$ cat config.mk
export PLATFORM = sky130hd
export DESIGN_NAME = ppl_top
export DESIGN_NICKNAME = d
export VERILOG_FILES = /design/src/rtl/ppl_pkg.sv /design/src/rtl/ppl_decode.sv /design/src/rtl/ppl_strobe.sv /design/src/rtl/ppl_vwait.sv /design/src/rtl/ppl_top.sv
export SDC_FILE = /design/constraint.sdc
export NUM_CORES = 1
export LEC_CHECK = 0
export BUFFER_PORTS_ARGS = -buffer_cell sky130_fd_sc_hd__buf_2
export CORE_UTILIZATION = 50
export DETAILED_ROUTE_END_ITERATION = 10
export GPL_ROUTABILITY_DRIVEN = 1
export HOLD_SLACK_MARGIN = 0.12
export PLACE_DENSITY = 0.72
export SLEW_MARGIN = 20
export SYNTH_ARGS = -nofsm -noshare
export SYNTH_HDL_FRONTEND = slang
export SYNTH_SLANG_ARGS = --single-unit
$ cat constraint.sdc
create_clock -name clk -period 6 [get_ports clk]
set_clock_uncertainty 0.1 [all_clocks]
set_input_delay 1.8 -clock clk [delete_from_list [all_inputs] [get_ports clk]]
set_output_delay 1.8 -clock clk [all_outputs]
set_load 0.02 [all_outputs]
$ cat src/rtl/ppl_pkg.sv
package ppl_pkg;
  localparam int BYTE_W = 8;

  typedef enum logic [2:0] {
    CY_NONE,
    CY_SEC,
    CY_MEMX,
    CY_MEMN,
    CY_REG
  } cyc_e;
endpackage

$ cat src/rtl/ppl_decode.sv
module ppl_decode
  import ppl_pkg::*;
(
  input  logic [2:0] sel,
  output cyc_e       cyc
);
  always_comb begin
    if (sel[2:1] == 2'b11)      cyc = CY_SEC;
    else if (sel == 3'b010)     cyc = CY_MEMX;
    else if (sel == 3'b011)     cyc = CY_REG;
    else if (sel[2:1] == 2'b10) cyc = CY_MEMN;
    else                        cyc = CY_NONE;
  end
endmodule

$ cat src/rtl/ppl_strobe.sv
module ppl_strobe
  import ppl_pkg::*;
#(
  parameter int NORM_PW = 48,
  parameter int EXP_PW  = 1800
) (
  input  logic clk,
  input  logic rst_n,
  input  logic prog_n,
  input  logic vpp,
  input  cyc_e cyc,
  output logic start,
  output logic commit,
  output cyc_e held
);
  localparam int CW = $clog2(EXP_PW + 1);
  localparam logic [CW-1:0] CMAX = '1;

  logic          prev_n;
  logic          active;
  logic [CW-1:0] cnt;
  logic [CW-1:0] need;

  assign start  = prev_n && !prog_n && vpp && (cyc != CY_NONE);
  assign need   = (held == CY_MEMX) ? CW'(EXP_PW) : CW'(NORM_PW);
  assign commit = active && !prev_n && prog_n && (cnt >= need);

  always_ff @(posedge clk or negedge rst_n) begin
    if (!rst_n) begin
      prev_n <= 1'b1;
      active <= 1'b0;
      cnt    <= '0;
      held   <= CY_NONE;
    end else begin
      prev_n <= prog_n;
      if (start) begin
        active <= 1'b1;
        held   <= cyc;
        cnt    <= CW'(1);
      end else if (active) begin
        if (prog_n || !vpp) active <= 1'b0;
        else if (cnt != CMAX) cnt <= cnt + 1'b1;
      end
    end
  end
endmodule

$ cat src/rtl/ppl_vwait.sv
module ppl_vwait #(
  parameter int AW      = 15,
  parameter int NORM_VW = 48,
  parameter int EXP_VW  = 2400
) (
  input  logic          clk,
  input  logic          rst_n,
  input  logic          act,
  input  logic          xp,
  input  logic [AW-1:0] a,
  input  logic [2:0]    s,
  output logic          ready
);
  localparam int VW = $clog2(EXP_VW + 1);
  localparam logic [VW-1:0] VMAX = '1;

  logic [VW-1:0] cnt;
  logic [AW-1:0] a_q;
  logic [2:0]    s_q;
  logic          moved;

  assign moved = (a != a_q) || (s != s_q);
  assign ready = act && (cnt >= (xp ? VW'(EXP_VW) : VW'(NORM_VW)));

  always_ff @(posedge clk or negedge rst_n) begin
    if (!rst_n) begin
      cnt <= '0;
      a_q <= '0;
      s_q <= '0;
    end else begin
      a_q <= a;
      s_q <= s;
      if (!act || moved)    cnt <= '0;
      else if (cnt != VMAX) cnt <= cnt + 1'b1;
    end
  end
endmodule

$ cat src/rtl/ppl_top.sv
module ppl_top
  import ppl_pkg::*;
#(
  parameter int AW       = 15,
  parameter int BANK_W   = 12,
  parameter int NORM_PW  = 48,
  parameter int EXP_PW   = 1800,
  parameter int NORM_VW  = 48,
  parameter int EXP_VW   = 2400,
  parameter int KEY_N    = 5,
  parameter logic [7:0] CFG_REG  = 8'h10,
  parameter logic [7:0] KEY_BASE = 8'h20
) (
  input  logic                    clk,
  input  logic                    rst_n,
  input  logic                    prog_n,
  input  logic                    vpp_on,
  input  logic [2:0]              hsel,
  input  logic [AW-1:0]           addr,
  input  logic [BYTE_W-1:0]       din,
  input  logic [BYTE_W-1:0]       mem_rdata,
  output logic                    mem_we,
  output logic [AW-1:0]           mem_addr,
  output logic [BYTE_W-1:0]       mem_wdata,
  output logic                    vfy_oe,
  output logic [BYTE_W-1:0]       vfy_data,
  output logic                    sec_lock,
  output logic [BYTE_W-1:0]       cfg,
  output logic [KEY_N*BYTE_W-1:0] key_out
);
  localparam int HI_W = AW - 8;

  logic              s_prog_n, s_vpp;
  logic [2:0]        s_sel;
  logic [AW-1:0]     s_addr, w_addr;
  logic [BYTE_W-1:0] s_din, w_din;
  cyc_e              vcyc, hcyc;
  logic              stb_start, stb_commit, init_done;
  logic              v_act, v_xp, v_ready, v_is_reg, w_reg_ok, v_cfg_hit;
  logic [BYTE_W-1:0] key_q [KEY_N];

  function automatic logic [AW-1:0] map_addr(input cyc_e c, input logic [AW-1:0] a);
    if (c == CY_MEMN) return {{(AW-BANK_W){1'b0}}, a[BANK_W-1:0]};
    return a;
  endfunction

  always_ff @(posedge clk or negedge rst_n) begin
    if (!rst_n) begin
      s_prog_n <= 1'b1;
      s_vpp    <= 1'b0;
      s_sel    <= '0;
      s_addr   <= '0;
      s_din    <= '0;
    end else begin
      s_prog_n <= prog_n;
      s_vpp    <= vpp_on;
      s_sel    <= hsel;
      s_addr   <= addr;
      s_din    <= din;
    end
  end

  ppl_decode u_dec (.sel(s_sel), .cyc(vcyc));

  ppl_strobe #(.NORM_PW(NORM_PW), .EXP_PW(EXP_PW)) u_stb (
    .clk(clk), .rst_n(rst_n), .prog_n(s_prog_n), .vpp(s_vpp), .cyc(vcyc),
    .start(stb_start), .commit(stb_commit), .held(hcyc)
  );

  assign v_act    = s_prog_n && !s_vpp && (vcyc != CY_NONE) && (vcyc != CY_SEC);
  assign v_xp     = (vcyc == CY_MEMX);
  assign v_is_reg = (vcyc == CY_REG);

  ppl_vwait #(.AW(AW), .NORM_VW(NORM_VW), .EXP_VW(EXP_VW)) u_vw (
    .clk(clk), .rst_n(rst_n), .act(v_act), .xp(v_xp), .a(s_addr), .s(s_sel),
    .ready(v_ready)
  );

  // Capture address and data at the falling strobe edge
  always_ff @(posedge clk or negedge rst_n) begin
    if (!rst_n) begin
      w_addr <= '0;
      w_din  <= '0;
    end else if (stb_start) begin
      w_addr <= s_addr;
      w_din  <= s_din;
    end
  end

  // Memory port
  always_ff @(posedge clk or negedge rst_n) begin
    if (!rst_n) begin
      mem_we    <= 1'b0;
      mem_addr  <= '0;
      mem_wdata <= '0;
    end else begin
      mem_we    <= stb_commit && (hcyc == CY_MEMN || hcyc == CY_MEMX);
      mem_wdata <= w_din;
      mem_addr  <= stb_commit ? map_addr(hcyc, w_addr) : map_addr(vcyc, s_addr);
    end
  end

  assign w_reg_ok = (hcyc == CY_REG) && (w_addr[AW-1:8] == {HI_W{1'b0}});

  // Configuration register, layout set-up and lock
  always_ff @(posedge clk or negedge rst_n) begin
    if (!rst_n) begin
      cfg       <= '0;
      init_done <= 1'b0;
    end else begin
      if (stb_start && !init_done) begin
        cfg[7:3]  <= 5'b0001_0;
        init_done <= 1'b1;
      end
      if (stb_commit) begin
        if (hcyc == CY_SEC) cfg[0] <= 1'b1;
        else if (w_reg_ok && w_addr[7:0] == CFG_REG)
          cfg <= {w_din[7:1], w_din[0] | cfg[0]};
      end
    end
  end

  for (genvar k = 0; k < KEY_N; k++) begin : g_key
    always_ff @(posedge clk or negedge rst_n) begin
      if (!rst_n) key_q[k] <= '0;
      else if (stb_commit && w_reg_ok && w_addr[7:0] == 8'(KEY_BASE + k))
        key_q[k] <= w_din;
    end
    assign key_out[k*BYTE_W +: BYTE_W] = key_q[k];
  end

  assign sec_lock  = cfg[0];
  assign vfy_oe    = v_ready;
  assign v_cfg_hit = (s_addr[AW-1:8] == {HI_W{1'b0}}) && (s_addr[7:0] == CFG_REG);

  always_comb begin
    if (!v_ready)      vfy_data = '0;
    else if (v_is_reg) vfy_data = v_cfg_hit ? cfg : 8'hFF;
    else if (cfg[0])   vfy_data = 8'hFF;
    else               vfy_data = mem_rdata;
  end
endmodule

== After elaboration in Yosys (flattened, before gate mapping) ==
Cells that the tools add are included.

* Output and inout bits: 82
* Logic and storage cells: 127
* Register bits after elaboration: 170

* $add $sub $neg: 2
* Equal/unequal tests: 24
* Reduce and logical (&&, ||, !) cells: 40
* Multiplexer cells: 31
* Bitwise logic cells: 2
* $lt $le $gt $ge: 2

{| class="wikitable"
|+ Operator list
! operator !! number
|-
| $mux W15 || 5
|-
| $mux W11 || 5
|-
| $mux W8 || 6
|-
| $eq A8 B6 Y1 const B || 5
|-
| $mux W12 || 3
|-
| $logic_and A1 B1 Y1 || 21
|-
| $eq A3 B2 Y1 const B || 6
|-
| $eq A8 B5 Y1 const B || 2
|-
| $ne A15 B15 Y1 || 1
|-
| $logic_not A7 Y1 || 2
|-
| $add A12 B1 Y12 const B || 1
|-
| $ge A12 B12 Y1 || 1
|-
| $ne A12 B12 Y1 const B || 1
|-
| $add A11 B1 Y11 const B || 1
|-
| $ge A11 B11 Y1 || 1
|-
| $ne A11 B11 Y1 const B || 1
|-
| $mux W3 || 3
|-
| $reduce_bool A2 Y1 || 4
|-
| $mux W7 || 1
|-
| $eq A3 B3 Y1 const B || 2
|-
| $mux W1 || 6
|-
| $reduce_and A3 Y1 || 2
|-
| $logic_not A1 Y1 || 5
|-
| $mux W5 || 1
|-
| 11 further kinds || 15
|}

== Logic depth before layout (Yosys ltp) ==
Gate-level depths: netlist (run 1).

* Depth in word-level cells: 12
* Mapped depth: 10

== Cells and area by module ==
From an unflattened synthesis (run 1), not the netlist that was laid out.

* Cell total of the unflattened synthesis: 517
* Area, all modules: 7068.0 µm²

{| class="wikitable"
|+ By module, submodules not included
! module !! instances !! cells an instance !! seq. area each (µm²) !! area an instance (µm²)
|-
| ppl_top || 1 || 288 || 3104.2 || 4610.7
|-
| ppl_vwait || 1 || 122 || 750.7 || 1447.6
|-
| ppl_strobe || 1 || 102 || 401.6 || 979.7
|-
| ppl_decode || 1 || 5 || 0.0 || 30.0
|}

== Worst setup path after synthesis (run 1) ==
OpenSTA, ideal clock, no wires.

* Path kind: reg-to-output
* Start: register s_sel[2]
* End: output vfy_data[1]
* Slack: 1.464 ns
* Data required time: 4.100 ns
* Stages on the path, launching flop included: 8
* Buffers on the path: 0
* Arrival time: 2.636 ns
* Cells stage by stage: dfrtp_1 -> nand2b_1 -> or2_2 -> ha_1 -> nor4bb_1 -> o211ai_1 -> a221oi_2 -> o221a_2

* Word-level cells in the longest chain between the ends: 10

{| class="wikitable"
|+ Ends and longest elaborated chain
! item !! line !! text
|-
| start, declared || ppl_top.sv:34 || <nowiki>logic [2:0] s_sel;</nowiki>
|-
| start signal, assigned || ppl_top.sv:57 || <nowiki>s_sel <= hsel;</nowiki>
|-
| $eq A2 B2 Y1 || ppl_decode.sv:11 || <nowiki>else if (sel[2:1] == 2'b10) cyc = CY_MEMN;</nowiki>
|-
| $mux W2 || ppl_decode.sv:11 ||
|-
| $mux W3 || ppl_decode.sv:10 || <nowiki>else if (sel == 3'b011) cyc = CY_REG;</nowiki>
|-
| $mux W3 || ppl_decode.sv:9 || <nowiki>else if (sel == 3'b010) cyc = CY_MEMX;</nowiki>
|-
| $mux W3 (*) || ppl_decode.sv:8 || <nowiki>if (sel[2:1] == 2'b11) cyc = CY_SEC;</nowiki>
|-
| $eq A3 B2 Y1 or $reduce_bool A3 Y1 (tied branches) || ppl_top.sv:71, ppl_top.sv:70 ||
|-
| $mux W12 or $logic_and A1 B1 Y1 (tied branches) || ppl_vwait.sv:23, ppl_top.sv:70 ||
|-
| $ge A12 B12 Y1 or $logic_and A1 B1 Y1 (tied branches) || ppl_vwait.sv:23, ppl_top.sv:70 ||
|-
| $logic_and A1 B1 Y1 (*) || ppl_vwait.sv:23 || <nowiki>assign ready = act && (cnt >= (xp ? VW'(EXP_VW) : VW'(NORM_VW)));</nowiki>
|-
| via vfy_oe || ppl_top.sv:25 || <nowiki>output logic vfy_oe,</nowiki>
|-
| $mux W8 (*) || ppl_top.sv:137 || <nowiki>if (!v_ready) vfy_data = '0;</nowiki>
|-
| end, declared || ppl_top.sv:26 || <nowiki>output logic [BYTE_W-1:0] vfy_data,</nowiki>
|}

The timed path passes the listed nets; every way through them passes the cells marked *.

== Final worst setup path (run 1) ==
* Start: register s_sel[2]
* End: output vfy_data[3]

* Word-level cells in the longest chain between the ends: 10

{| class="wikitable"
|+ Ends and longest elaborated chain
! item !! line
|-
| $eq A2 B2 Y1 || ppl_decode.sv:11
|-
| $mux W2 || ppl_decode.sv:11
|-
| $mux W3 || ppl_decode.sv:10
|-
| $mux W3 || ppl_decode.sv:9
|-
| $mux W3 (*) || ppl_decode.sv:8
|-
| $eq A3 B2 Y1 or $reduce_bool A3 Y1 (tied branches) || ppl_top.sv:71, ppl_top.sv:70
|-
| $mux W12 or $logic_and A1 B1 Y1 (tied branches) || ppl_vwait.sv:23, ppl_top.sv:70
|-
| $ge A12 B12 Y1 or $logic_and A1 B1 Y1 (tied branches) || ppl_vwait.sv:23, ppl_top.sv:70
|-
| $logic_and A1 B1 Y1 || ppl_vwait.sv:23
|-
| $mux W8 (*) || ppl_top.sv:137
|}

Mark *: on every way between the ends. The rest lies on a longest branch, timed or not.

==> impl_metrics.env, run 1 <==
export IMPL_vias=4826
export IMPL_switching_part_of_the_total_pct=25.0
export IMPL_cts_root_buf="sky130_fd_sc_hd__clkbuf_16"
export IMPL_cpPeakStageDelay_ps=890
export IMPL_timing_critical_path_fanout_max=9
export IMPL_synth_area_in_adders_pct=2.47
export IMPL_mostFrequentLayoutCells="168 x sky130_fd_sc_hd__dfrtp_1, 118 x sky130_fd_sc_hd__buf_2, 76 x sky130_fd_sc_hd__nand2_1"
export IMPL_synth_seq_cells=170
export IMPL_die_w_um=121
export IMPL_viasPerCell=5.55
export IMPL_grtUsageTotal_pct=23.0
export IMPL_max_cap_violations=0
export IMPL_min_to="u_stb.prev_n"
export IMPL_number_of_fillers_in_the_final_layout=1101
export IMPL_finalMaxSlewViolations=0
export IMPL_initial_utilization_pct=51.2
export IMPL_fmax_achieved_ghz=0.180
export IMPL_post_cts_resize_count=0
export IMPL_worst_setup_path_start_kind="flip-flop"
export IMPL_r2r_slack_ps=2800
export IMPL_netlist_cell_type_count=63
export IMPL_postSynthNetCount=606
export IMPL_placed_cell_area_um2=7840
export IMPL_timing_rr_start="u_stb.held[2]"
export IMPL_synthTopCellsByArea="sky130_fd_sc_hd__dfrtp_1 59%, sky130_fd_sc_hd__mux2_2 6.0%, sky130_fd_sc_hd__nand2_1 4.0%"
export IMPL_route_detailed_wl_per_inst_um=18.2
export IMPL_holdPathStages=0
export IMPL_setup_repair_after_global_routing_missed_its_margin="false"
export IMPL_antenna_found_initial=0
export IMPL_synth_largest_type_area_fraction_pct=59.3
export IMPL_vias_in_the_first_global_route=4793
export IMPL_setup_total_negative_slack_ps=0
export IMPL_worst_path_buf_inv=1
export IMPL_holdCritPathClass="flip-flop to flip-flop"
export IMPL_dp_hpwl_mm=11.0
export IMPL_postSynthAreaPerCell_um2=12.8
export IMPL_setup_viol_count_final=0
export IMPL_ctsHoldBuffers=0
export IMPL_largest_family_of_logic_cells_by_synthesized_area="simple AND/OR/NAND/NOR gates"
export IMPL_cts_buffer_depth=2
export IMPL_drc=0
export IMPL_synthSimpleGateAreaFrac_pct=13.0
export IMPL_share_comb_of_total_power_pct=7.8
export IMPL_tritoncts="built"
export IMPL_asyncSetResetFlopFracSynth_pct=100
export IMPL_final_period_utilization_pct=92.7
export IMPL_finish_instance_area_um2=8440
export IMPL_nets=729
export IMPL_fp_dieArea_um2=14700
export IMPL_timing_worst_slew_pin_value_ps=1050
export IMPL_cts_made_buffers=17
export IMPL_most_frequently_used_flop_master_after_synthesis="sky130_fd_sc_hd__dfrtp_1"
export IMPL_critical_path_required_ps=4100
export IMPL_critical_path_top_delay_family="compound AO/OA/AOI/OAI gates"
export IMPL_worstHoldStart="s_prog_n"
export IMPL_synth_edf_count=0
export IMPL_multi_input_comb_area_um2=2680
export IMPL_reg2regPathDepth=7
export IMPL_p_per_area_nw_per_um2=302
export IMPL_fraction_of_final_layout_cells_sized_beyond_drive_strength_1_pct=33.8
export IMPL_detailedRoute_firstIterationViolations=449
export IMPL_clock_sink_count=170
export IMPL_synth_largest_area_cell="sky130_fd_sc_hd__dfrtp_1"
export IMPL_floorplan_die_height_um=121
export IMPL_layout_area_overhead_vs_synth_pct=19.1
export IMPL_clk_latency_ps=430
export IMPL_placement_rows=43
export IMPL_worst_setup_path_startpoint="s_sel[2]"
export IMPL_residual_antenna_violating_net_count_after_detailed_routing=0
export IMPL_grt_start_max_net_pins=112
export IMPL_worst_ir_drop_vdd_mv=0.178
export IMPL_coreArea_um2=13800
export IMPL_gp_weighted_congestion=0.815
export IMPL_numPortBuffers=119
export IMPL_yosysSeqAreaShare_pct=60.1
export IMPL_worstPathArrival_ps=3660
export IMPL_seqPwrFrac_pct=50.7
export IMPL_synth_area_mux_share_pct=10.8
export IMPL_cts_htree_levels=4
export IMPL_hold_viol_final=0
export IMPL_p_leak_uw=0.00421
export IMPL_setup_worst_path_end_class="output port"
export IMPL_internal_power_uw=1910
export IMPL_slowest_library_cell_on_the_worst_path="sky130_fd_sc_hd__a221oi_2"
export IMPL_floorplan_io_pins=120
export IMPL_diodes=0
export IMPL_grt_first_pass_wirelength_mm=25.4
export IMPL_post_synth_instance_area_um2=7090
export IMPL_period_minus_slack_ps=5560
export IMPL_max_slew_margin_rel_pct=30.1
export IMPL_mostFrequentLayoutCell="sky130_fd_sc_hd__dfrtp_1"
export IMPL_total_switching_power_uw=638
export IMPL_path_class="flip-flop to output port"
export IMPL_synthXorXnorAreaFrac_pct=2.35
export IMPL_sequential_cell_area_um2=4260
export IMPL_crit_chain="nand2b_1, or2_2, ha_1, nor4bb_1, o211ai_1, a221oi_2, o221a_2, buf_2"
export IMPL_route_final_wire_length_mm=15.9
export IMPL_result_of_the_run="finished clean"
export IMPL_synth_compound_area_share_pct=9.08
export IMPL_post_synth_inst_count=554
export IMPL_clkSlewWorstSetupHoldPaths_ps=60
export IMPL_grt_overflow_total=0
export IMPL_detailedRoute_firstPassIterationCount=4
export IMPL_synthesis_yosys_warnings=0
export IMPL_clock_power_share_pct=41.5
export IMPL_postCtsSetupBuffers=0
export IMPL_r2r_end="key_out[35]"
flip-flops by register name, summed over array words and instances (netlist names), 8 cells and up:
signal	cells
mem_addr	15
w_addr	15
cfg	8
u_vw.cnt	12
mem_wdata	8
u_stb.cnt	11
w_din	8
key_out	40
s_addr	15
s_din	8
u_vw.a_q	15
synth_stat cells, drive strengths merged (8+ instances only):
master and instances:
a21oi 8, and3 8, clkbuf 13, dfrtp 168, ha 14, inv 14
mux2 55, mux2i 8, nand2 76, nand3 12, nor2 9, nor3 13
nor4 10, o21ai 21, or3 12, xor2 16
cell families after synthesis:
logic type / Yosys count
xor gates and xnor gates: 19
adders and majority gates: 14
muxes: 63
buffers and inverters: 34
DFF: 170
and+or+nand+nor: 178
AOI/OAI and AO/OA: 76
power by group through the flow:
stage                     registers, uW  clock network, uW  logic (uW)
final                              1290               1060         199
after global routing               1300               1130         223
after detailed placement           1310                  0         196
after CTS                          1290               1070         200
after global placement             1310                  0         188
after floorplan                    1310                  0        96.9
worst max path at each step:
stage             endpoint  slack [ps]  depth (start not counted)
4_1_cts        vfy_data[3]         530                          8
3_3_place_gp   vfy_data[6]        1180                          8
6_report       vfy_data[3]         440                          8
2_1_floorplan  vfy_data[1]        1460                          7
3_5_place_dp   vfy_data[3]         990                          8
5_1_grt        vfy_data[3]         400                          8
stage by stage:
| stage | cells | hold WS [ps] | utilization [%] | setup slack, ps | power, uW |
|---|---|---|---|---|---|
| after floorplan | 554 | 269 | - | 1460 | 1410 |
| after global placement | 837 | 291 | 56.7 | 1180 | 1500 |
| after detailed placement | 837 | 295 | 56.7 | 991 | 1510 |
| after CTS | 869 | 304 | 60.9 | 532 | 2570 |
| after global routing | 870 | 320 | 61.1 | 400 | 2650 |
| final | 870 | 305 | 61.1 | 440 | 2550 |
final cells by class:
type                    count  share of cell area (%)
multi-input cells         350                    31.7
repair buffers            124                    7.81
inverters                  14                   0.622
clock inverters            12                    1.48
flip-flops and latches    170                    50.4
well taps                 180                    2.67
clock buffers              20                    5.29
routing by layer:
layer  wire [um]  part of all wire (%)  GRT usage, %  up-vias
li1            -                     -             -     2232
met4         380                   2.4          9.80        0
met3         668                   4.2          5.08       22
met5           0                     0             0        -
met2        7820                    49          35.4      129
met1        6990                    44          31.5     2443
No activity file was read; power rests on OpenSTA's default activity.
==> run 2, diff against run 1 <==
--- a/config.mk
+++ b/config.mk
@@ -5,13 +5,13 @@
 export SDC_FILE = /design/constraint.sdc
 export NUM_CORES = 1
 export LEC_CHECK = 0
-export BUFFER_PORTS_ARGS = -buffer_cell sky130_fd_sc_hd__buf_2
-export CORE_UTILIZATION = 50
+export BUFFER_PORTS_ARGS = -buffer_cell sky130_fd_sc_hd__buf_4
+export CORE_UTILIZATION = 40
 export DETAILED_ROUTE_END_ITERATION = 10
 export GPL_ROUTABILITY_DRIVEN = 1
 export HOLD_SLACK_MARGIN = 0.12
-export PLACE_DENSITY = 0.72
 export SLEW_MARGIN = 20
 export SYNTH_ARGS = -nofsm -noshare
 export SYNTH_HDL_FRONTEND = slang
 export SYNTH_SLANG_ARGS = --single-unit
+export TNS_END_PERCENT = 50
==> run 2 against run 1 <==
- worst hold slack worse by 10 ps
- clock power is essentially flat
- global-route usage fell by 3.7 points
- cell area increased by 3.9%
==> impl_metrics.env, run 2 (same netlist as run 1, synthesis figures left out) <==
export IMPL_result_of_the_run="finished clean"
export IMPL_residual_antenna_violating_net_count_after_detailed_routing=0
export IMPL_clock_sink_count=170
export IMPL_worstPathArrival_ps=3580
export IMPL_route_detailed_wl_per_inst_um=18.1
export IMPL_cts_root_buf="sky130_fd_sc_hd__clkbuf_16"
export IMPL_ctsHoldBuffers=0
export IMPL_grtUsageTotal_pct=19.3
export IMPL_setup_worst_path_end_class="output port"
export IMPL_setup_total_negative_slack_ps=0
export IMPL_gp_weighted_congestion=0.818
export IMPL_max_slew_margin_rel_pct=28.4
export IMPL_worst_ir_drop_vdd_mv=0.191
export IMPL_route_final_wire_length_mm=16.5
export IMPL_fmax_achieved_ghz=0.182
export IMPL_max_cap_violations=0
export IMPL_cts_buffer_depth=2
export IMPL_largest_register_ffs=40
export IMPL_fp_dieArea_um2=18300
export IMPL_crit_chain="nand2b_1, or2_2, ha_1, nor4bb_1, o211ai_1, a221oi_2, o221a_2, buf_4"
export IMPL_critical_path_required_ps=4100
export IMPL_cts_htree_levels=4
export IMPL_setup_viol_count_final=0
export IMPL_clkSlewWorstSetupHoldPaths_ps=70
export IMPL_fraction_of_final_layout_cells_sized_beyond_drive_strength_1_pct=34.0
export IMPL_layout_area_overhead_vs_synth_pct=23.8
export IMPL_drc=0
export IMPL_floorplan_io_pins=120
export IMPL_worst_setup_path_start_kind="flip-flop"
export IMPL_vias_in_the_first_global_route=4908
export IMPL_number_of_fillers_in_the_final_layout=1542
export IMPL_p_per_area_nw_per_um2=292
export IMPL_finalMaxSlewViolations=0
export IMPL_numPlacedInstances=882
export IMPL_post_cts_resize_count=0
export IMPL_nets=728
export IMPL_postCtsSetupBuffers=0
export IMPL_cpPeakStageDelay_ps=910
export IMPL_tritoncts="built"
export IMPL_numPortBuffers=119
export IMPL_hold_viol_final=0
export IMPL_clk_latency_ps=430
export IMPL_coreArea_um2=17300
export IMPL_die_w_um=135
export IMPL_mostFrequentLayoutCells="168 x sky130_fd_sc_hd__dfrtp_1, 122 x sky130_fd_sc_hd__buf_4, 76 x sky130_fd_sc_hd__nand2_1"
export IMPL_initial_utilization_pct=41.0
export IMPL_final_period_utilization_pct=91.4
export IMPL_diodes=0
export IMPL_mostFrequentLayoutCell="sky130_fd_sc_hd__dfrtp_1"
export IMPL_holdCritPathClass="flip-flop to flip-flop"
export IMPL_timing_worst_slew_pin_value_ps=1070
export IMPL_grt_overflow_total=0
export IMPL_grt_first_pass_wirelength_mm=26.5
export IMPL_stdcell_count=914
export IMPL_detailedRoute_firstIterationViolations=296
export IMPL_viasPerCell=5.23
export IMPL_detailedRoute_firstPassIterationCount=4
export IMPL_setup_repair_after_global_routing_missed_its_margin="false"
export IMPL_p_leak_uw=0.00424
export IMPL_antenna_found_initial=0
export IMPL_slowest_library_cell_on_the_worst_path="sky130_fd_sc_hd__a221oi_2"
export IMPL_grt_start_max_net_pins=109
export IMPL_cts_made_buffers=17
export IMPL_floorplan_die_height_um=135
export IMPL_timing_critical_path_fanout_max=9
export IMPL_vias=4784
export IMPL_period_minus_slack_ps=5480
export IMPL_placement_rows=48
export IMPL_path_class="flip-flop to output port"
export IMPL_dp_hpwl_mm=11.6
-- run 2: final timing paths --
| path | slack, ps | to | cells after the start | startpoint |
|---|---|---|---|---|
| worst max register to register | 2830 | key_out[35] | 7 | u_stb.held[2] |
| worst min register to register | 290 | u_stb.prev_n | 0 | s_prog_n |
| worst min-delay path | 290 | u_stb.prev_n | 0 | s_prog_n |
| worst max-delay path | 520 | vfy_data[6] | 8 | s_sel[2] |
| min in group asynchronous | 1390 | mem_addr[7] | 1 | rst_n |
| max in group asynchronous | 3340 | u_stb.prev_n | 2 | rst_n |
-- run 2: per-layer routing --
metal | global-route usage, % | vias up | wire length (um)
met5 | 0 | - | 0
met4 | 7.62 | 0 | 243
met3 | 3.83 | 17 | 702
met2 | 31.5 | 100 | 8250
met1 | 25.2 | 2431 | 7320
li1 | - | 2236 | -
-- run 2: per-stage QoR --
step	power [uW]	area (um^2)	util (%)	worst slack [ps]	hold slack (ps)
2_1_floorplan	1410	7090	-	1460	269
3_3_place_gp	1520	8190	47.4	1120	280
3_5_place_dp	1530	8190	47.4	985	286
4_1_cts	2600	8770	50.7	499	297
5_1_grt	2680	8770	50.7	351	306
6_report	2570	8770	50.7	517	295
-- run 2: worst max-delay path, delay by kind of cell, from the launching register on --
family,cells,cell delay (ps)
AO/OA/AOI/OAI,3,1420
AND/OR/NAND/NOR,3,850
flip-flops,1,470
adder cells (fa/ha/maj),1,280
buffers and inverters,1,140
-- run 2: final cells by class --
type / count / area (um^2) / area share [%]
tap: 225 / 282 / 3.21
timing repair buffer: 123 / 927 / 10.6
sequential: 170 / 4260 / 48.5
inverter: 14 / 52.6 / 0.599
clock buffer: 17 / 425 / 4.85
multi-input combinational: 350 / 2680 / 30.5
clock inverter: 15 / 154 / 1.75
-- run 2: power breakdown --
group          switching [uW]  internal, uW  total (uW)
registers                76.8          1220        1290
clock network             510           553        1060
logic                     119          91.0         210
total                     706          1860        2570
==> run 3, diff against run 2 <==
--- a/config.mk
+++ b/config.mk
@@ -6,10 +6,12 @@
 export NUM_CORES = 1
 export LEC_CHECK = 0
 export BUFFER_PORTS_ARGS = -buffer_cell sky130_fd_sc_hd__buf_4
+export CAP_MARGIN = 5
 export CORE_UTILIZATION = 40
 export DETAILED_ROUTE_END_ITERATION = 10
 export GPL_ROUTABILITY_DRIVEN = 1
 export HOLD_SLACK_MARGIN = 0.12
+export PLACE_DENSITY_LB_ADDON = 0.05
 export SLEW_MARGIN = 20
 export SYNTH_ARGS = -nofsm -noshare
 export SYNTH_HDL_FRONTEND = slang
==> run 3 against run 2 <==
- sequential power about the same
- clock-buffer cell count increased by 2
- maximum frequency increased by 8.8%
- highest routed layer unchanged
- clock power about the same
- largest power group unchanged
- non-clock buffer count increased by 1
- worst hold slack improved by 22 ps
- first-iteration DRC count decreased by 38%
==> impl_metrics.env, run 3 (same netlist as run 1, synthesis figures left out) <==
export IMPL_result_of_the_run="finished clean"
export IMPL_detailedRoute_firstIterationViolations=184
export IMPL_fraction_of_final_layout_cells_sized_beyond_drive_strength_1_pct=33.9
export IMPL_grt_start_max_net_pins=115
export IMPL_finish_instance_area_um2=8780
export IMPL_finalMaxSlewViolations=0
export IMPL_hold_viol_final=0
export IMPL_worstPathArrival_ps=3140
export IMPL_route_final_wire_length_mm=16.5
export IMPL_ctsHoldBuffers=0
export IMPL_floorplan_die_height_um=135
export IMPL_dp_hpwl_mm=11.3
export IMPL_route_detailed_wl_per_inst_um=18.1
export IMPL_max_cap_violations=0
export IMPL_setup_viol_count_final=0
export IMPL_numPlacedInstances=883
export IMPL_drc=0
export IMPL_max_slew_margin_rel_pct=33.2
export IMPL_fmax_achieved_ghz=0.198
export IMPL_worst_ir_drop_vdd_mv=0.204
export IMPL_worst_setup_path_start_kind="flip-flop"
export IMPL_largest_register_ffs=40
export IMPL_clk_latency_ps=420
export IMPL_vias=4760
export IMPL_timing_critical_path_fanout_max=9
export IMPL_setup_total_negative_slack_ps=0
export IMPL_nets=729
export IMPL_final_period_utilization_pct=84.0
export IMPL_grt_overflow_total=0
export IMPL_p_per_area_nw_per_um2=293
export IMPL_vias_in_the_first_global_route=4703
export IMPL_numPortBuffers=119
export IMPL_worstHoldStart="s_prog_n"
export IMPL_p_leak_uw=0.00424
export IMPL_placed_cell_area_um2=8200
export IMPL_grtUsageTotal_pct=19.1
export IMPL_post_cts_resize_count=0
export IMPL_coreArea_um2=17300
export IMPL_fp_dieArea_um2=18300
export IMPL_path_class="flip-flop to output port"
export IMPL_grt_first_pass_wirelength_mm=26.0
export IMPL_initial_utilization_pct=41.0
export IMPL_postCtsSetupBuffers=0
export IMPL_mostFrequentLayoutCell="sky130_fd_sc_hd__dfrtp_1"
export IMPL_number_of_fillers_in_the_final_layout=1532
export IMPL_setup_worst_path_end_class="output port"
export IMPL_setup_repair_after_global_routing_missed_its_margin="false"
export IMPL_diodes=0
export IMPL_cts_htree_levels=4
export IMPL_cts_root_buf="sky130_fd_sc_hd__clkbuf_16"
export IMPL_gp_weighted_congestion=0.776
export IMPL_viasPerCell=5.20
export IMPL_antenna_found_initial=0
export IMPL_period_minus_slack_ps=5040
export IMPL_clock_sink_count=170
export IMPL_critical_path_required_ps=4100
export IMPL_worst_setup_path_startpoint="s_sel[2]"
export IMPL_residual_antenna_violating_net_count_after_detailed_routing=0
export IMPL_floorplan_io_pins=120
export IMPL_mostFrequentLayoutCells="168 x sky130_fd_sc_hd__dfrtp_1, 123 x sky130_fd_sc_hd__buf_4, 76 x sky130_fd_sc_hd__nand2_1"
export IMPL_layout_area_overhead_vs_synth_pct=24.0
export IMPL_placement_rows=48
export IMPL_clkSlewWorstSetupHoldPaths_ps=60
export IMPL_cts_made_buffers=17
export IMPL_timing_rr_start="u_stb.held[2]"
export IMPL_stdcell_count=915
export IMPL_timing_worst_slew_pin_value_ps=994
export IMPL_tritoncts="built"
export IMPL_die_w_um=135
export IMPL_holdCritPathClass="flip-flop to flip-flop"
export IMPL_cts_buffer_depth=2
export IMPL_detailedRoute_firstPassIterationCount=5
[run 3: changes by cell type in the layout (fill, tap and decap cells not counted), sizes merged]
cell      previous run  this run
clkinv               6         4
bufinv               0         1
inv                 21        19
clkbuf              17        20
clkinvlp             2         3
[run 3: area by class of cell]
class	instances	area (um^2)	area share (%)
inverter	14	52.6	0.598
multi-input combinational	350	2680	30.5
sequential	170	4260	48.5
tap	225	282	3.21
clock inverter	13	136	1.55
clock buffer	19	443	5.04
timing repair buffer	124	937	10.7
[run 3: worst paths after layout]
| path | to | slack (ps) | cells after the start |
|---|---|---|---|
| min | u_stb.prev_n | 320 | 0 |
| max | vfy_data[2] | 960 | 9 |
| max reg2reg | key_out[37] | 2780 | 7 |
| min reg2reg | u_stb.prev_n | 320 | 0 |
| min in group asynchronous | w_din[2] | 1410 | 1 |
| max in group asynchronous | u_stb.prev_n | 3360 | 2 |
[run 3: power by group]
group	total, uW	internal, uW	leakage [uW]	switching [uW]
Combinational	211	91.0	0.00180	120
Clock	1070	594	0.000275	479
Sequential	1290	1220	0.00217	74.3
Total	2570	1900	0.00424	673
[run 3: stage by stage]
step	worst slack (ps)	power, uW	hold slack [ps]	utilization [%]
finish	959	2570	317	50.8
global placement	1560	1520	303	47.4
global route	794	2690	327	50.8
detailed placement	1400	1530	305	47.4
CTS	920	2610	316	50.8
floorplan	1460	1410	269	-
[run 3: worst max-delay path, stage by stage, from the launching register on]
cell and delay [ps]:
sky130_fd_sc_hd__dfrtp_1 470, sky130_fd_sc_hd__nand2b_1 230, sky130_fd_sc_hd__or2_2 340, sky130_fd_sc_hd__ha_1 290
sky130_fd_sc_hd__nor4bb_1 330, sky130_fd_sc_hd__o211ai_1 160, sky130_fd_sc_hd__a221oi_2 310, sky130_fd_sc_hd__buf_4 260
sky130_fd_sc_hd__o221a_2 190, sky130_fd_sc_hd__buf_4 130
[run 3: routing by layer]
metal	vias up	global-route usage, %	share of wire (%)
met5	-	0	0
met4	0	6.87	1.1
met3	11	3.64	4.0
met2	115	31.2	49
met1	2394	25.3	46
li1	2240	-	-
